`src/rtl/spi_pd_pkg.sv`:
```
`timescale 1ns/1ps
package spi_pd_pkg;
  localparam int          OP_W        = 8;
  localparam int          ID_W        = 8;
  localparam int          DUMMY_BYTES = 3;
  localparam logic [7:0]  OP_WAKE_ID  = 8'hAB;
  localparam logic [7:0]  OP_SLEEP    = 8'hB9;
  localparam logic [7:0]  DEV_ID      = 8'h10;
endpackage

```
`src/rtl/spi_pd_sync.sv`:
```
`timescale 1ns/1ps
// Brings select, clock and data into the system clock domain through
// identical chains, so data stays aligned with the detected clock edge.
module spi_pd_sync #(
  parameter int STAGES = 2
) (
  input  logic clk,
  input  logic rst_n,
  input  logic cs_n_i,
  input  logic sck_i,
  input  logic mosi_i,
  output logic cs_s,
  output logic mosi_s,
  output logic sck_rise,
  output logic sck_fall,
  output logic cs_rise,
  output logic cs_fall
);
  localparam int NSIG = 3;
  localparam logic [NSIG-1:0] IDLE_VAL = 3'b100;

  logic [NSIG-1:0] raw;
  logic [NSIG-1:0] chain [STAGES];
  logic [NSIG-1:0] last, last_d;

  assign raw = {cs_n_i, sck_i, mosi_i};

  always_ff @(posedge clk or negedge rst_n) begin
    if (!rst_n) begin
      for (int k = 0; k < STAGES; k++) chain[k] <= IDLE_VAL;
      last_d <= IDLE_VAL;
    end else begin
      chain[0] <= raw;
      for (int k = 1; k < STAGES; k++) chain[k] <= chain[k-1];
      last_d <= last;
    end
  end

  assign last     = chain[STAGES-1];
  assign cs_s     = last[2];
  assign mosi_s   = last[0];
  assign sck_rise = last[1] & ~last_d[1] & ~last[2];
  assign sck_fall = ~last[1] & last_d[1] & ~last[2];
  assign cs_rise  = last[2] & ~last_d[2];
  assign cs_fall  = ~last[2] & last_d[2];
endmodule

```
`src/rtl/spi_pd_cmd_engine.sv`:
```
`timescale 1ns/1ps
// Frame decoder: bit counting, opcode capture, identifier shifting and
// the end-of-frame requests for sleep and wake.
module spi_pd_cmd_engine
  import spi_pd_pkg::*;
(
  input  logic clk,
  input  logic rst_n,
  input  logic cs_rise,
  input  logic cs_fall,
  input  logic sck_rise,
  input  logic sck_fall,
  input  logic mosi_s,
  input  logic busy_i,
  input  logic pdown_i,
  input  logic ready_i,
  output logic miso_o,
  output logic miso_oe_o,
  output logic wake_long_o,
  output logic wake_short_o,
  output logic sleep_o
);
  localparam int HDR_BITS = OP_W + DUMMY_BYTES * 8;
  localparam int MAX_CNT  = HDR_BITS + ID_W;
  localparam int CW       = $clog2(MAX_CNT + 1);
  localparam int PW       = $clog2(ID_W);

  logic          active_q, res_q, drive_q, miso_q;
  logic [CW-1:0] bits_q;
  logic [7:0]    shift_q, op_q, shift_next;
  logic [PW-1:0] id_pos_q;
  logic          at_end, id_sent;

  assign shift_next = {shift_q[6:0], mosi_s};

  always_ff @(posedge clk or negedge rst_n) begin
    if (!rst_n) begin
      active_q <= 1'b0;
      res_q    <= 1'b0;
      drive_q  <= 1'b0;
      miso_q   <= 1'b0;
      bits_q   <= '0;
      shift_q  <= '0;
      op_q     <= '0;
      id_pos_q <= '0;
    end else if (cs_fall) begin
      active_q <= ready_i;
      res_q    <= 1'b0;
      drive_q  <= 1'b0;
      bits_q   <= '0;
      op_q     <= '0;
      id_pos_q <= '0;
    end else if (cs_rise) begin
      active_q <= 1'b0;
      res_q    <= 1'b0;
      drive_q  <= 1'b0;
    end else if (active_q) begin
      if (sck_rise) begin
        shift_q <= shift_next;
        if (bits_q != CW'(MAX_CNT)) bits_q <= bits_q + 1'b1;
        if (bits_q == CW'(OP_W - 1)) begin
          op_q  <= shift_next;
          res_q <= (shift_next == OP_WAKE_ID) && !busy_i;
        end
      end
      if (sck_fall && res_q && (bits_q >= CW'(HDR_BITS))) begin
        drive_q  <= 1'b1;
        miso_q   <= DEV_ID[PW'(ID_W - 1) - id_pos_q];
        id_pos_q <= id_pos_q + 1'b1;
      end
    end
  end

  assign at_end       = cs_rise & active_q;
  assign id_sent      = (bits_q == CW'(MAX_CNT));
  assign wake_long_o  = at_end & res_q & pdown_i & id_sent;
  assign wake_short_o = at_end & res_q & pdown_i & ~id_sent;
  assign sleep_o      = at_end & ~pdown_i & ~busy_i &
                        (bits_q == CW'(OP_W)) & (op_q == OP_SLEEP);
  assign miso_o       = miso_q;
  assign miso_oe_o    = drive_q;

  assert_res_not_busy_R6: assert property (@(posedge clk) disable iff (!rst_n)
    $rose(res_q) |-> !$past(busy_i));
  assert_oe_off_after_select_R11: assert property (@(posedge clk) disable iff (!rst_n)
    cs_rise |=> !drive_q);
  assert_one_request_R7: assert property (@(posedge clk) disable iff (!rst_n)
    $onehot0({wake_long_o, wake_short_o, sleep_o}));
endmodule

```
`src/rtl/spi_pd_wake_timer.sv`:
```
`timescale 1ns/1ps
// Recovery counter: loaded with the short or long delay, counts to zero.
module spi_pd_wake_timer #(
  parameter int unsigned SHORT_CYC = 100,
  parameter int unsigned LONG_CYC  = 400
) (
  input  logic clk,
  input  logic rst_n,
  input  logic start_short,
  input  logic start_long,
  output logic ready_o
);
  localparam int unsigned MAXC = (LONG_CYC > SHORT_CYC) ? LONG_CYC : SHORT_CYC;
  localparam int CW = $clog2(MAXC + 1);

  logic [CW-1:0] cnt_q;

  always_ff @(posedge clk or negedge rst_n) begin
    if (!rst_n)             cnt_q <= '0;
    else if (start_long)    cnt_q <= CW'(LONG_CYC);
    else if (start_short)   cnt_q <= CW'(SHORT_CYC);
    else if (cnt_q != '0)   cnt_q <= cnt_q - 1'b1;
  end

  assign ready_o = (cnt_q == '0);

  assert_countdown_R7: assert property (@(posedge clk) disable iff (!rst_n)
    (cnt_q != '0 && !start_short && !start_long) |=> (cnt_q == $past(cnt_q) - 1'b1));
endmodule

```
`src/rtl/spi_pd_wake_ctrl.sv`:
```
`timescale 1ns/1ps
module spi_pd_wake_ctrl #(
  parameter int          SYNC_STAGES = 2,
  parameter int unsigned TRES_SHORT  = 100,
  parameter int unsigned TRES_LONG   = 400
) (
  input  logic clk,
  input  logic rst_n,
  input  logic spi_cs_n,
  input  logic spi_sck,
  input  logic spi_mosi,
  input  logic busy_i,
  output logic spi_miso,
  output logic spi_miso_oe,
  output logic in_power_down,
  output logic ready
);
  logic cs_s, mosi_s, sck_rise, sck_fall, cs_rise, cs_fall;
  logic wake_long, wake_short, sleep_req;
  logic pdown_q;

  spi_pd_sync #(.STAGES(SYNC_STAGES)) u_sync (
    .clk(clk), .rst_n(rst_n),
    .cs_n_i(spi_cs_n), .sck_i(spi_sck), .mosi_i(spi_mosi),
    .cs_s(cs_s), .mosi_s(mosi_s),
    .sck_rise(sck_rise), .sck_fall(sck_fall),
    .cs_rise(cs_rise), .cs_fall(cs_fall)
  );

  spi_pd_cmd_engine u_cmd (
    .clk(clk), .rst_n(rst_n),
    .cs_rise(cs_rise), .cs_fall(cs_fall),
    .sck_rise(sck_rise), .sck_fall(sck_fall),
    .mosi_s(mosi_s), .busy_i(busy_i),
    .pdown_i(pdown_q), .ready_i(ready),
    .miso_o(spi_miso), .miso_oe_o(spi_miso_oe),
    .wake_long_o(wake_long), .wake_short_o(wake_short),
    .sleep_o(sleep_req)
  );

  spi_pd_wake_timer #(.SHORT_CYC(TRES_SHORT), .LONG_CYC(TRES_LONG)) u_timer (
    .clk(clk), .rst_n(rst_n),
    .start_short(wake_short), .start_long(wake_long),
    .ready_o(ready)
  );

  always_ff @(posedge clk or negedge rst_n) begin
    if (!rst_n)                        pdown_q <= 1'b0;
    else if (sleep_req)                pdown_q <= 1'b1;
    else if (wake_long || wake_short)  pdown_q <= 1'b0;
  end

  assign in_power_down = pdown_q;

  assert_quiet_while_waking_R10: assert property (@(posedge clk) disable iff (!rst_n)
    !ready |-> !spi_miso_oe);
  assert_exit_starts_delay_R8: assert property (@(posedge clk) disable iff (!rst_n)
    $fell(pdown_q) |-> !ready);
  assert_oe_needs_select_R11: assert property (@(posedge clk) disable iff (!rst_n)
    $rose(cs_s) |=> !spi_miso_oe);
endmodule

```
`config.mk`:
```
export PLATFORM = sky130hd
export DESIGN_NAME = spi_pd_wake_ctrl
export DESIGN_NICKNAME = d
export VERILOG_FILES = /design/src/rtl/spi_pd_pkg.sv /design/src/rtl/spi_pd_sync.sv /design/src/rtl/spi_pd_cmd_engine.sv /design/src/rtl/spi_pd_wake_timer.sv /design/src/rtl/spi_pd_wake_ctrl.sv
export SDC_FILE = /design/constraint.sdc
export NUM_CORES = 1
export LEC_CHECK = 0
export ABC_AREA = 0
export BUFFER_PORTS_ARGS = -buffer_cell sky130_fd_sc_hd__buf_4
export CAP_MARGIN = 20
export CORE_MARGIN = 3
export CORE_UTILIZATION = 60
export CTS_CLUSTER_DIAMETER = 30
export CTS_CLUSTER_SIZE = 12
export DETAILED_ROUTE_END_ITERATION = 12
export PLACE_DENSITY_LB_ADDON = 0.05
export SLEW_MARGIN = 0
export SYNTH_ARGS = -nofsm -noshare
export SYNTH_HDL_FRONTEND = slang
export SYNTH_SLANG_ARGS = --single-unit
```
`constraint.sdc`:
```
create_clock -name clk -period 2.2 [get_ports clk]
set_input_delay 0.22 -clock clk [delete_from_list [all_inputs] [get_ports clk]]
set_output_delay 0.22 -clock clk [all_outputs]
set_load 0.02 [all_outputs]
```
==> metrics.md, run 1 <==
| Metric | Value |
|---|---|
| Status | completed |
| VDD IR-drop max | roughly 500 uV |
| Switching pwr | 0.396 mW |
| Slew Viols, Final | 0 |
| Io pins | 10 |
| Area grow syn2layout | 11.7% |
| Internal power | 1.20 mW |
| Post-synthesis net count | 203 |
| Final #Nets | approximately 220 |
| RSZ-0062 raised after global routing | false |
| #FFs+latches synth | 46 |
| Logic pwr share | 9.6% |
| Half-perimeter wire length after placement | 2.79 mm |
| Port Buffer Count | 9 |
| Placed cell area | 0.00228 mm2 |
| Synth top area share | 50.1% |
| Ys Warns | 0 |
| Final setup vio count | 0 |
| Most frequent cell after synthesis | dfrtp_1 |
| Clock group share of total power | 32.4% |
| Clock transition at the registers of the reported paths | 0.14 ns |
| Setup TNS | 0 ns |
| Kind of critical path | register to output pin |
| CTS tree | yes |
| Worst Max-Slew Pin Slew | 0.560 ns |
| Iter 0 DRT Violations | approximately 110 |
| Final Wtd Congestion | around 0.82 |
| Dominant synthesized flop cell | dfrtp_1 |
| Final Critical Period | roughly 2.1 ns |
| Synth area leader | dfrtp_1 |
| Final total power | between 1.5 and 2 mW |
| Period utilisation layout | 94.7% |
| Max Clk Rate | 480 MHz |
| EDFF count, synth | 0 |
| CTS H-Tree Depth | 2 |
| Non-Filler Instances | between 200 and 300 |
| Largest net degree at the start of global routing | 47 |
| Worst Setup Start Kind | register |
| Clock sinks | 46 |
| Die Height | between 60 and 70 um |
| Mapped Avg Cell Area | 11.4 um2 |
| Number of global-route vias before repair | 1,552 |
| CP required | 1.98 ns |
| # rows | 21 |
| Critical Path Source | u_timer.cnt_q[5] |
| 1st-pass router iterations | 4 |
| Clk_skew | 0.0108 ns |
| Share of power burned in registers | slightly below 60% |
| DIE WIDTH | 65.9 um |
| Via count | roughly 1,600 |
| Core area | 0.00339 mm2 |
| Final core utilization | 70.8% |
| PwrDens | 663 mW/mm2 |
| Place WS | between 0.2 and 0.25 ns |
| GRT Total Usage | 20.1% |
| CP Capture Type | output pin |
| Worst-path maximum fanout | 7 |
| CTS Buf Count | 5 |
| Post-Synthesis Cell Area | between 0.002 and 0.0025 mm2 |
| Reg2reg path depth | 5 |
| Die footprint | 0.00434 mm2 |
| Antenna-violating nets left | 0 |
| Worst R2R Setup Slack | 0.19 ns |
| Final WS setup | around 0.12 ns |
| Critical path data arrival time | 1.86 ns |
| Fillers | about 260 |
| Distinct cells, synth | 46 |
| Share of cells above drive strength 1 | a little under a fifth |
| GRT Residual Overflow | 0 |
| Relative slew slack | 62.7% |
| Synth area leaders | dfrtp_1 50%, mux2_2 4.7%, ha_1 4.7% |
| Post-DR wirelength/cell | 15.0 um |
| Hold path start | busy_i |
| Dpl cells | about 240 |
| Commonest cells in the synthesized netlist | 43 x dfrtp_1, 15 x nor2_1, 12 x inv_1, 9 x mux2_2 |
| Fin Hold WS | between 0.15 and 0.2 ns |
| R2r startpoint | u_timer.cnt_q[0] |
| Post-Route WL | ~3.8 mm |
| Synth Instances | 189 |
| Clock latency on the worst-skew pair | 0.36 ns |
| RR Endpoint | u_timer.cnt_q[8] |
| Hold depth | 4 |
| Asr flop ratio synth | 100% |
| Clk Tree Root Cell | clkbuf_4 |
| Final hold vios | 0 |
| Hold Path Class | input pin to register |
| Ant. Diodes | 0 |
| # Max-Cap Violations | 0 |
| Pleak | 1.11 nW |
| Finished Cell Area | 0.00240 mm2 |
| Clk buf depth | 2 |
| Post-CTS sizing | 0 |
| Via/cell ratio | 6.09 |
| Sequential fraction of the synthesis area | around 54% |
| DRC Markers | 0 |
| Switching portion of total power | 24.9% |
| Hold Path Sink | in_power_down |
| Initial antenna violation count | 0 |
| Initial Utilization | 63.4% |
| Global-route wire length before repair | between 6 and 7 mm |
power by group through the flow:
stage	registers [mW]	logic (mW)	clock network (mW)
after detailed placement	0.938	0.148	0
after global routing	0.929	0.173	0.559
final	0.923	0.153	0.516
after global placement	0.936	0.143	0
after floorplan	0.929	0.0976	0
after CTS	0.922	0.155	0.532
registers in the layout, summed over array words and instances, names as in the netlist, 2 cells and up:
signal / flops
u_sync.last_d: 2
u_timer.cnt_q: 9
u_sync.last: 3
u_cmd.id_pos_q: 3
u_cmd.shift_q: 7
u_sync.chain: 3
u_cmd.op_q: 8
u_cmd.bits_q: 6
cell type report:
| cell class | instances | area (um2) | share of cell area [%] |
|---|---|---|---|
| Sequential cell | 46 | 1150 | 48.1 |
| Multi-Input combinational cell | 127 | 932 | 38.8 |
| Timing Repair Buffer | 16 | 130 | 5.42 |
| Tap cell | 46 | 57.6 | 2.40 |
| Inverter | 12 | 45.0 | 1.88 |
| Clock inverter | 3 | 43.8 | 1.82 |
| Clock buffer | 5 | 37.5 | 1.56 |
repair_timing:
item                                    4_1_cts  5_1_grt
endpoints found under the setup margin        0        0
endpoints found under the hold margin        46        0
hold buffers                                  4        0
buffers inserted                              0        0
logic make-up (layout without fill, tap and decap cells):
| kind of cell | Yosys count | in the layout | synth area share, % |
|---|---|---|---|
| adder cells (fa/ha/maj) | 8 | 8 | 4.66 |
| XOR/XNOR | 4 | 4 | 1.63 |
| buffers and inverters | 16 | 36 | 2.91 |
| AO/OA/AOI/OAI | 43 | 43 | 14.0 |
| flip-flops | 46 | 46 | 53.7 |
| AND/OR/NAND/NOR | 59 | 59 | 16.5 |
| multiplexers | 13 | 13 | 6.58 |
layout by cell type (no fill, tap or decap), types with 3 or more instances in the layout:
| cell | Yosys | layout |
|---|---|---|
| or4_1 | 3 | 3 |
| nor4b_1 | 3 | 3 |
| a31oi_1 | 4 | 4 |
| nor3_1 | 3 | 3 |
| nand2_1 | 6 | 6 |
| nand3_1 | 7 | 7 |
| clkbuf_4 | 0 | 5 |
| mux2i_1 | 4 | 4 |
| a21oi_1 | 7 | 7 |
| nand4_1 | 3 | 3 |
| o21ai_0 | 8 | 8 |
| dfrtp_1 | 43 | 43 |
| mux2_2 | 9 | 9 |
| buf_4 | 0 | 12 |
| dlygate4sd3_1 | 0 | 4 |
| ha_1 | 8 | 8 |
| a22o_1 | 8 | 8 |
| dfstp_2 | 3 | 3 |
| nor2_1 | 15 | 15 |
| inv_1 | 12 | 12 |
worst max-delay path by stage:
stage                                   to  slack (ns)  cells past startpoint
after floorplan           u_timer.cnt_q[8]        0.30                      5
after global placement    u_timer.cnt_q[8]        0.26                      5
after detailed placement  u_timer.cnt_q[8]        0.21                      5
after CTS                            ready        0.13                      4
after global routing                 ready        0.01                      4
final                                ready        0.12                      4
worst max-delay path: stages (launching register included):
cell     delay (ns)
dfrtp_1        0.46
nor4_1         0.43
nand3_1        0.34
inv_1          0.13
buf_4          0.15
routing by layer:
layer / vias up / global-route usage [%] / share of wire (%)
met5: - / 0 / 0
met2: 22 / 34.0 / 48
li1: 746 / - / -
met3: 2 / 5.10 / 2.9
met1: 784 / 25.7 / 49
met4: 0 / 5.18 / 0.42
Power figures use the tool's default switching activity.
==> run 2: changes to the inputs <==
--- a/config.mk
+++ b/config.mk
@@ -8,12 +8,13 @@
 export ABC_AREA = 0
 export BUFFER_PORTS_ARGS = -buffer_cell sky130_fd_sc_hd__buf_4
 export CAP_MARGIN = 20
-export CORE_MARGIN = 3
+export CORE_MARGIN = 2
 export CORE_UTILIZATION = 60
 export CTS_CLUSTER_DIAMETER = 30
 export CTS_CLUSTER_SIZE = 12
 export DETAILED_ROUTE_END_ITERATION = 12
 export PLACE_DENSITY_LB_ADDON = 0.05
+export REMOVE_ABC_BUFFERS = 1
 export SLEW_MARGIN = 0
 export SYNTH_ARGS = -nofsm -noshare
 export SYNTH_HDL_FRONTEND = slang
==> metrics.md, run 2 (synthesis results as in run 1) <==
| Metric | Value |
|---|---|
| CP delay by family, top | simple AND/OR/NAND/NOR gates |
| CP Capture Type | register |
| GRT Residual Overflow | 0 |
| Final Critical Period | 2.02 ns |
| Crit-path cells | inv_1 -> ha_1 -> or4b_4 -> or4_1 -> a31o_2 |
| Final setup vio count | 0 |
| Clock transition at the registers of the reported paths | 0.14 ns |
| Max Clk Rate | 494 MHz |
| Period utilisation layout | 92.0% |
| CTS tree | yes |
| Port Buffer Count | 9 |
| Hold Path Class | input pin to register |
| Largest register by flop count | u_timer.cnt_q |
| Ant. Diodes | 0 |
| Antenna-violating nets left | 0 |
| Clock latency on the worst-skew pair | 0.35 ns |
| R2r startpoint | u_timer.cnt_q[0] |
| Core area | between 0.003 and 0.004 mm2 |
| Finished Cell Area | about 0.0024 mm2 |
| # Max-Cap Violations | 0 |
| Setup TNS | 0 ns |
| Hold depth | 4 |
| Final #Nets | 221 |
| DRC Markers | 0 |
| Regs by FF count | u_timer.cnt_q x9, u_cmd.op_q x8, u_cmd.shift_q x7 |
| Largest net degree at the start of global routing | 47 |
| Most frequent cells in the layout | 43 x dfrtp_1, 15 x nor2_1, 12 x inv_1 |
| Clk buf depth | 2 |
| RR Endpoint | u_timer.cnt_q[8] |
| Hold Path Sink | in_power_down |
| Hold path start | busy_i |
| CTS H-Tree Depth | 2 |
| Slew Viols, Final | 0 |
| # rows | 21 |
| Worst Setup Start Kind | register |
| Area grow syn2layout | 10.4% |
| Worst-path maximum fanout | 7 |
| Io pins | 10 |
| Half-perimeter wire length after placement | 2.98 mm |
| Clk Tree Root Cell | clkbuf_4 |
| GRT Total Usage | between 20% and 30% |
| Area of the multi-input gates | 937 um2 |
| Max reg flops | 9 |
| PwrDens | approximately 600 mW/mm2 |
| DIE WIDTH | 63.9 um |
| Placed cell area | 0.00227 mm2 |
| Pleak | 1.10 nW |
| Register area | around 0.0012 mm2 |
| Relative slew slack | 61.9% |
| Crit path buffers/inverters | 1 |
| CP max stage delay | 0.51 ns |
| Fillers | 263 |
| Global-route wire length before repair | 7.69 mm |
| RSZ-0062 raised after global routing | false |
| Setup bufs post-CTS | 0 |
| CP max-delay cell | or4b_4 |
| Initial antenna violation count | 0 |
| Post-DR wirelength/cell | 16.4 um |
| Critical path data arrival time | 2.28 ns |
| Share of cells above drive strength 1 | roughly 18% |
| Clock sinks | 46 |
| 1st-pass router iterations | 4 |
| CP required | 2.46 ns |
| Die footprint | 0.00408 mm2 |
| Via/cell ratio | 6.18 |
| Number of global-route vias before repair | 1,630 |
| Status | completed |
| Final Wtd Congestion | 0.835 |
| Die Height | 63.9 um |
| Worst R2R Setup Slack | 0.18 ns |
| Reg2reg path depth | 5 |
| Via count | 1,569 |
| Commonest non-fill, non-tap cell in the layout | dfrtp_1 |
| Post-Route WL | ~4.2 mm |
| Crit path depth | 5 |
| VDD IR-drop max | 472 uV |
| Kind of critical path | register to register |
| Iter 0 DRT Violations | roughly 210 |
| CTS Buf Count | 5 |
| Worst Max-Slew Pin Slew | 0.571 ns |
| Final hold vios | 0 |
| Clk_skew | 0.0163 ns |
| Initial Utilization | 63.4% |
run 2: how the worst max path moves through the flow:
stage                      from                to  slack [ns]
6_report       u_timer.cnt_q[0]  u_timer.cnt_q[8]        0.18
3_3_place_gp   u_timer.cnt_q[0]  u_timer.cnt_q[8]        0.27
2_1_floorplan  u_timer.cnt_q[0]  u_timer.cnt_q[8]        0.30
4_1_cts        u_timer.cnt_q[3]             ready        0.10
5_1_grt        u_timer.cnt_q[3]             ready        0.04
3_5_place_dp   u_timer.cnt_q[0]  u_timer.cnt_q[8]        0.21
run 2: per-layer routing:
metal	global-route usage [%]	part of all wire [%]
met4	8.42	1.9
met3	3.87	2.3
met5	0	0
met1	32.7	47
met2	37.9	49
run 2: per-stage QoR:
stage | hold slack [ns] | setup slack, ns | std cells | util [%] | power (mW)
2_1_floorplan | -0.0756 | 0.301 | 185 | - | 1.02
3_5_place_dp | 0.253 | 0.208 | 242 | 67.0 | 1.09
6_report | 0.188 | 0.176 | 254 | 70.0 | 1.47
5_1_grt | 0.172 | 0.0375 | 254 | 70.0 | 1.55
4_1_cts | 0.169 | 0.104 | 254 | 69.8 | 1.48
3_3_place_gp | 0.246 | 0.267 | 242 | 67.0 | 1.08
run 2: cell type report:
class	instances	share of cell area, %
tap	46	2.43
sequential	46	48.7
multi-input combinational	127	39.5
clock buffer	6	1.74
inverter	12	1.90
timing repair buffer	15	5.17
clock inverter	2	0.580
run 2: report_power, final:
part	switching [mW]	internal (mW)	total, mW
registers	0.0401	0.884	0.924
clock network	0.257	0.126	0.383
logic	0.0883	0.0707	0.159
total	0.385	1.08	1.47
run 2: what timing repair did:
action,CTS,global route
resized for setup,0,1
hold endpoints to repair,46,0
hold buffers,4,0
setup endpoints to repair,0,1
run 2: tightest hold or removal path: cells and delay by family:
family                 cells  cell delay [ns]
AOI/OAI and AO/OA          1             0.12
buffers and inverters      1             0.09
and+or+nand+nor            2             0.09
==> run 3: changes to the inputs <==
--- a/config.mk
+++ b/config.mk
@@ -9,7 +9,7 @@
 export BUFFER_PORTS_ARGS = -buffer_cell sky130_fd_sc_hd__buf_4
 export CAP_MARGIN = 20
 export CORE_MARGIN = 2
-export CORE_UTILIZATION = 60
+export CORE_UTILIZATION = 55
 export CTS_CLUSTER_DIAMETER = 30
 export CTS_CLUSTER_SIZE = 12
 export DETAILED_ROUTE_END_ITERATION = 12
==> metrics.md, run 3 (synthesis results as in run 1) <==
| Metric | Value |
|---|---|
| Status | completed |
| Setup TNS | 0 ns |
| Max reg flops | 9 |
| PwrDens | 713 mW/mm2 |
| Half-perimeter wire length after placement | between 2 and 3 mm |
| Worst Setup Start Kind | register |
| Worst Max-Slew Pin Slew | 0.575 ns |
| Non-Filler Instances | around 260 |
| Post-DR wirelength/cell | around 16 um |
| Via/cell ratio | 6.05 |
| Clock latency on the worst-skew pair | ~0.30 ns |
| Share of cells above drive strength 1 | 18.4% |
| Worst-path maximum fanout | 7 |
| CTS Buf Count | 5 |
| Clk Tree Root Cell | clkbuf_8 |
| CTS H-Tree Depth | 2 |
| Global-route wire length before repair | 7.25 mm |
| 1st-pass router iterations | 4 |
| Clock sinks | 46 |
| Number of global-route vias before repair | 1,583 |
| Hold_buf cts | 1 |
| Final hold vios | 0 |
| GRT Residual Overflow | 0 |
| Final setup vio count | 0 |
| CP required | 1.98 ns |
| Most frequent cells in the layout | 43 x dfrtp_1, 15 x nor2_1, 13 x buf_4 |
| Ant. Diodes | 0 |
| Antenna-violating nets left | 0 |
| Regs by FF count | u_timer.cnt_q x9, u_cmd.op_q x8, u_cmd.shift_q x7 |
| Clk buf depth | 2 |
| DIE WIDTH | between 60 and 70 um |
| Clock transition at the registers of the reported paths | around 0.090 ns |
| # rows | 22 |
| Final Wtd Congestion | 0.799 |
| VDD IR-drop max | 399 uV |
| CTS tree | yes |
| Period utilisation layout | 91.6% |
| Slew Viols, Final | 0 |
| Met3 GRT Util | between 4 and 5% |
| # Max-Cap Violations | 0 |
| Post-Route WL | 4.15 mm |
| Setup bufs post-CTS | 0 |
| Commonest non-fill, non-tap cell in the layout | dfrtp_1 |
| GRT Total Usage | 21.8% |
| Core area | approximately 0.0037 mm2 |
| Via count | 1,543 |
| CP Capture Type | output pin |
| Io pins | 10 |
| Pleak | 1.12 nW |
| Dpl cells | 246 |
| Clk_skew | 0.0108 ns |
| Final #Nets | 220 |
| Max Clk Rate | 496 MHz |
| Area grow syn2layout | 12.4% |
| Hold Path Class | input pin to register |
| Largest register by flop count | u_timer.cnt_q |
| DRC Markers | 0 |
| Initial Utilization | 57.8% |
| Final Critical Period | ~2 ns |
| Relative slew slack | 61.6% |
| Critical path data arrival time | 1.80 ns |
| RSZ-0062 raised after global routing | false |
| Largest net degree at the start of global routing | 47 |
| Post-CTS sizing | 0 |
| Die Height | 66.5 um |
| GR peak layer | met2 |
| Die footprint | 0.00442 mm2 |
| Kind of critical path | register to output pin |
| Initial antenna violation count | 0 |
| Iter 0 DRT Violations | 86 |
| Met2 Track Usage GR | 36.3% |
| Port Buffer Count | 9 |
| Met1 usage | between 20% and 30% |
run 3: cell count changes in the layout (fill, tap and decap cells not counted), sizes merged:
cell,change
bufinv,+1
clkbuf,+1
dlygate4sd3,-3
clkinv,-2
buf,+2
run 3: cell type report:
cell class              count  area (um2)
multi-input cells         127         932
inverters                  12        45.0
clock buffers               7        86.3
flip-flops and latches     46        1150
repair buffers             14         108
fillers                   301        1300
well taps                  48        60.1
clock inverters             1        30.0
run 3: worst max-delay path: stages, from the launching register on:
cell and delay [ns]:
dfrtp_1 0.46, nor4_1 0.41, nand3_1 0.33, inv_1 0.15
buf_4 0.15
run 3: metrics by stage:
step | instance area [um2] | worst slack [ns] | hold slack, ns | total power, mW | util (%)
detailed placement | 2290 | 0.201 | 0.251 | 1.10 | 61.6
global route | 2420 | 0.00561 | 0.0218 | 1.80 | 65.0
CTS | 2420 | 0.188 | 0.0288 | 1.74 | 65.0
finish | 2420 | 0.185 | 0.0359 | 1.72 | 65.0
floorplan | 2130 | 0.301 | -0.0756 | 1.02 | -
global placement | 2290 | 0.272 | 0.247 | 1.08 | 61.6
run 3: report_power, final:
| group | leakage, nW | internal, mW | switching [mW] |
|---|---|---|---|
| clock network | 0.0585 | 0.370 | 0.271 |
| logic | 0.456 | 0.0699 | 0.0868 |
| registers | 0.604 | 0.884 | 0.0408 |
| total | 1.12 | 1.32 | 0.399 |
run 3: metal layers:
layer  share of wire, %  routed length (um)
met1                 47                1960
met4                1.2                  48
met5                  0                   0
met3                2.3                  94
met2                 49                2050
run 3: final timing paths:
| check | start | endpoint | slack (ns) | depth (start not counted) |
|---|---|---|---|---|
| min reg2reg | u_sync.chain[4] | u_sync.last[1] | 0.36 | 0 |
| max | u_timer.cnt_q[5] | ready | 0.18 | 4 |
| min in group asynchronous | rst_n | u_cmd.bits_q[1] | 0.46 | 2 |
| max in group asynchronous | rst_n | u_cmd.op_q[6] | 1.34 | 2 |
| max reg2reg | u_timer.cnt_q[0] | u_timer.cnt_q[8] | 0.19 | 5 |
| min | spi_cs_n | u_sync.chain[5] | 0.04 | 1 |
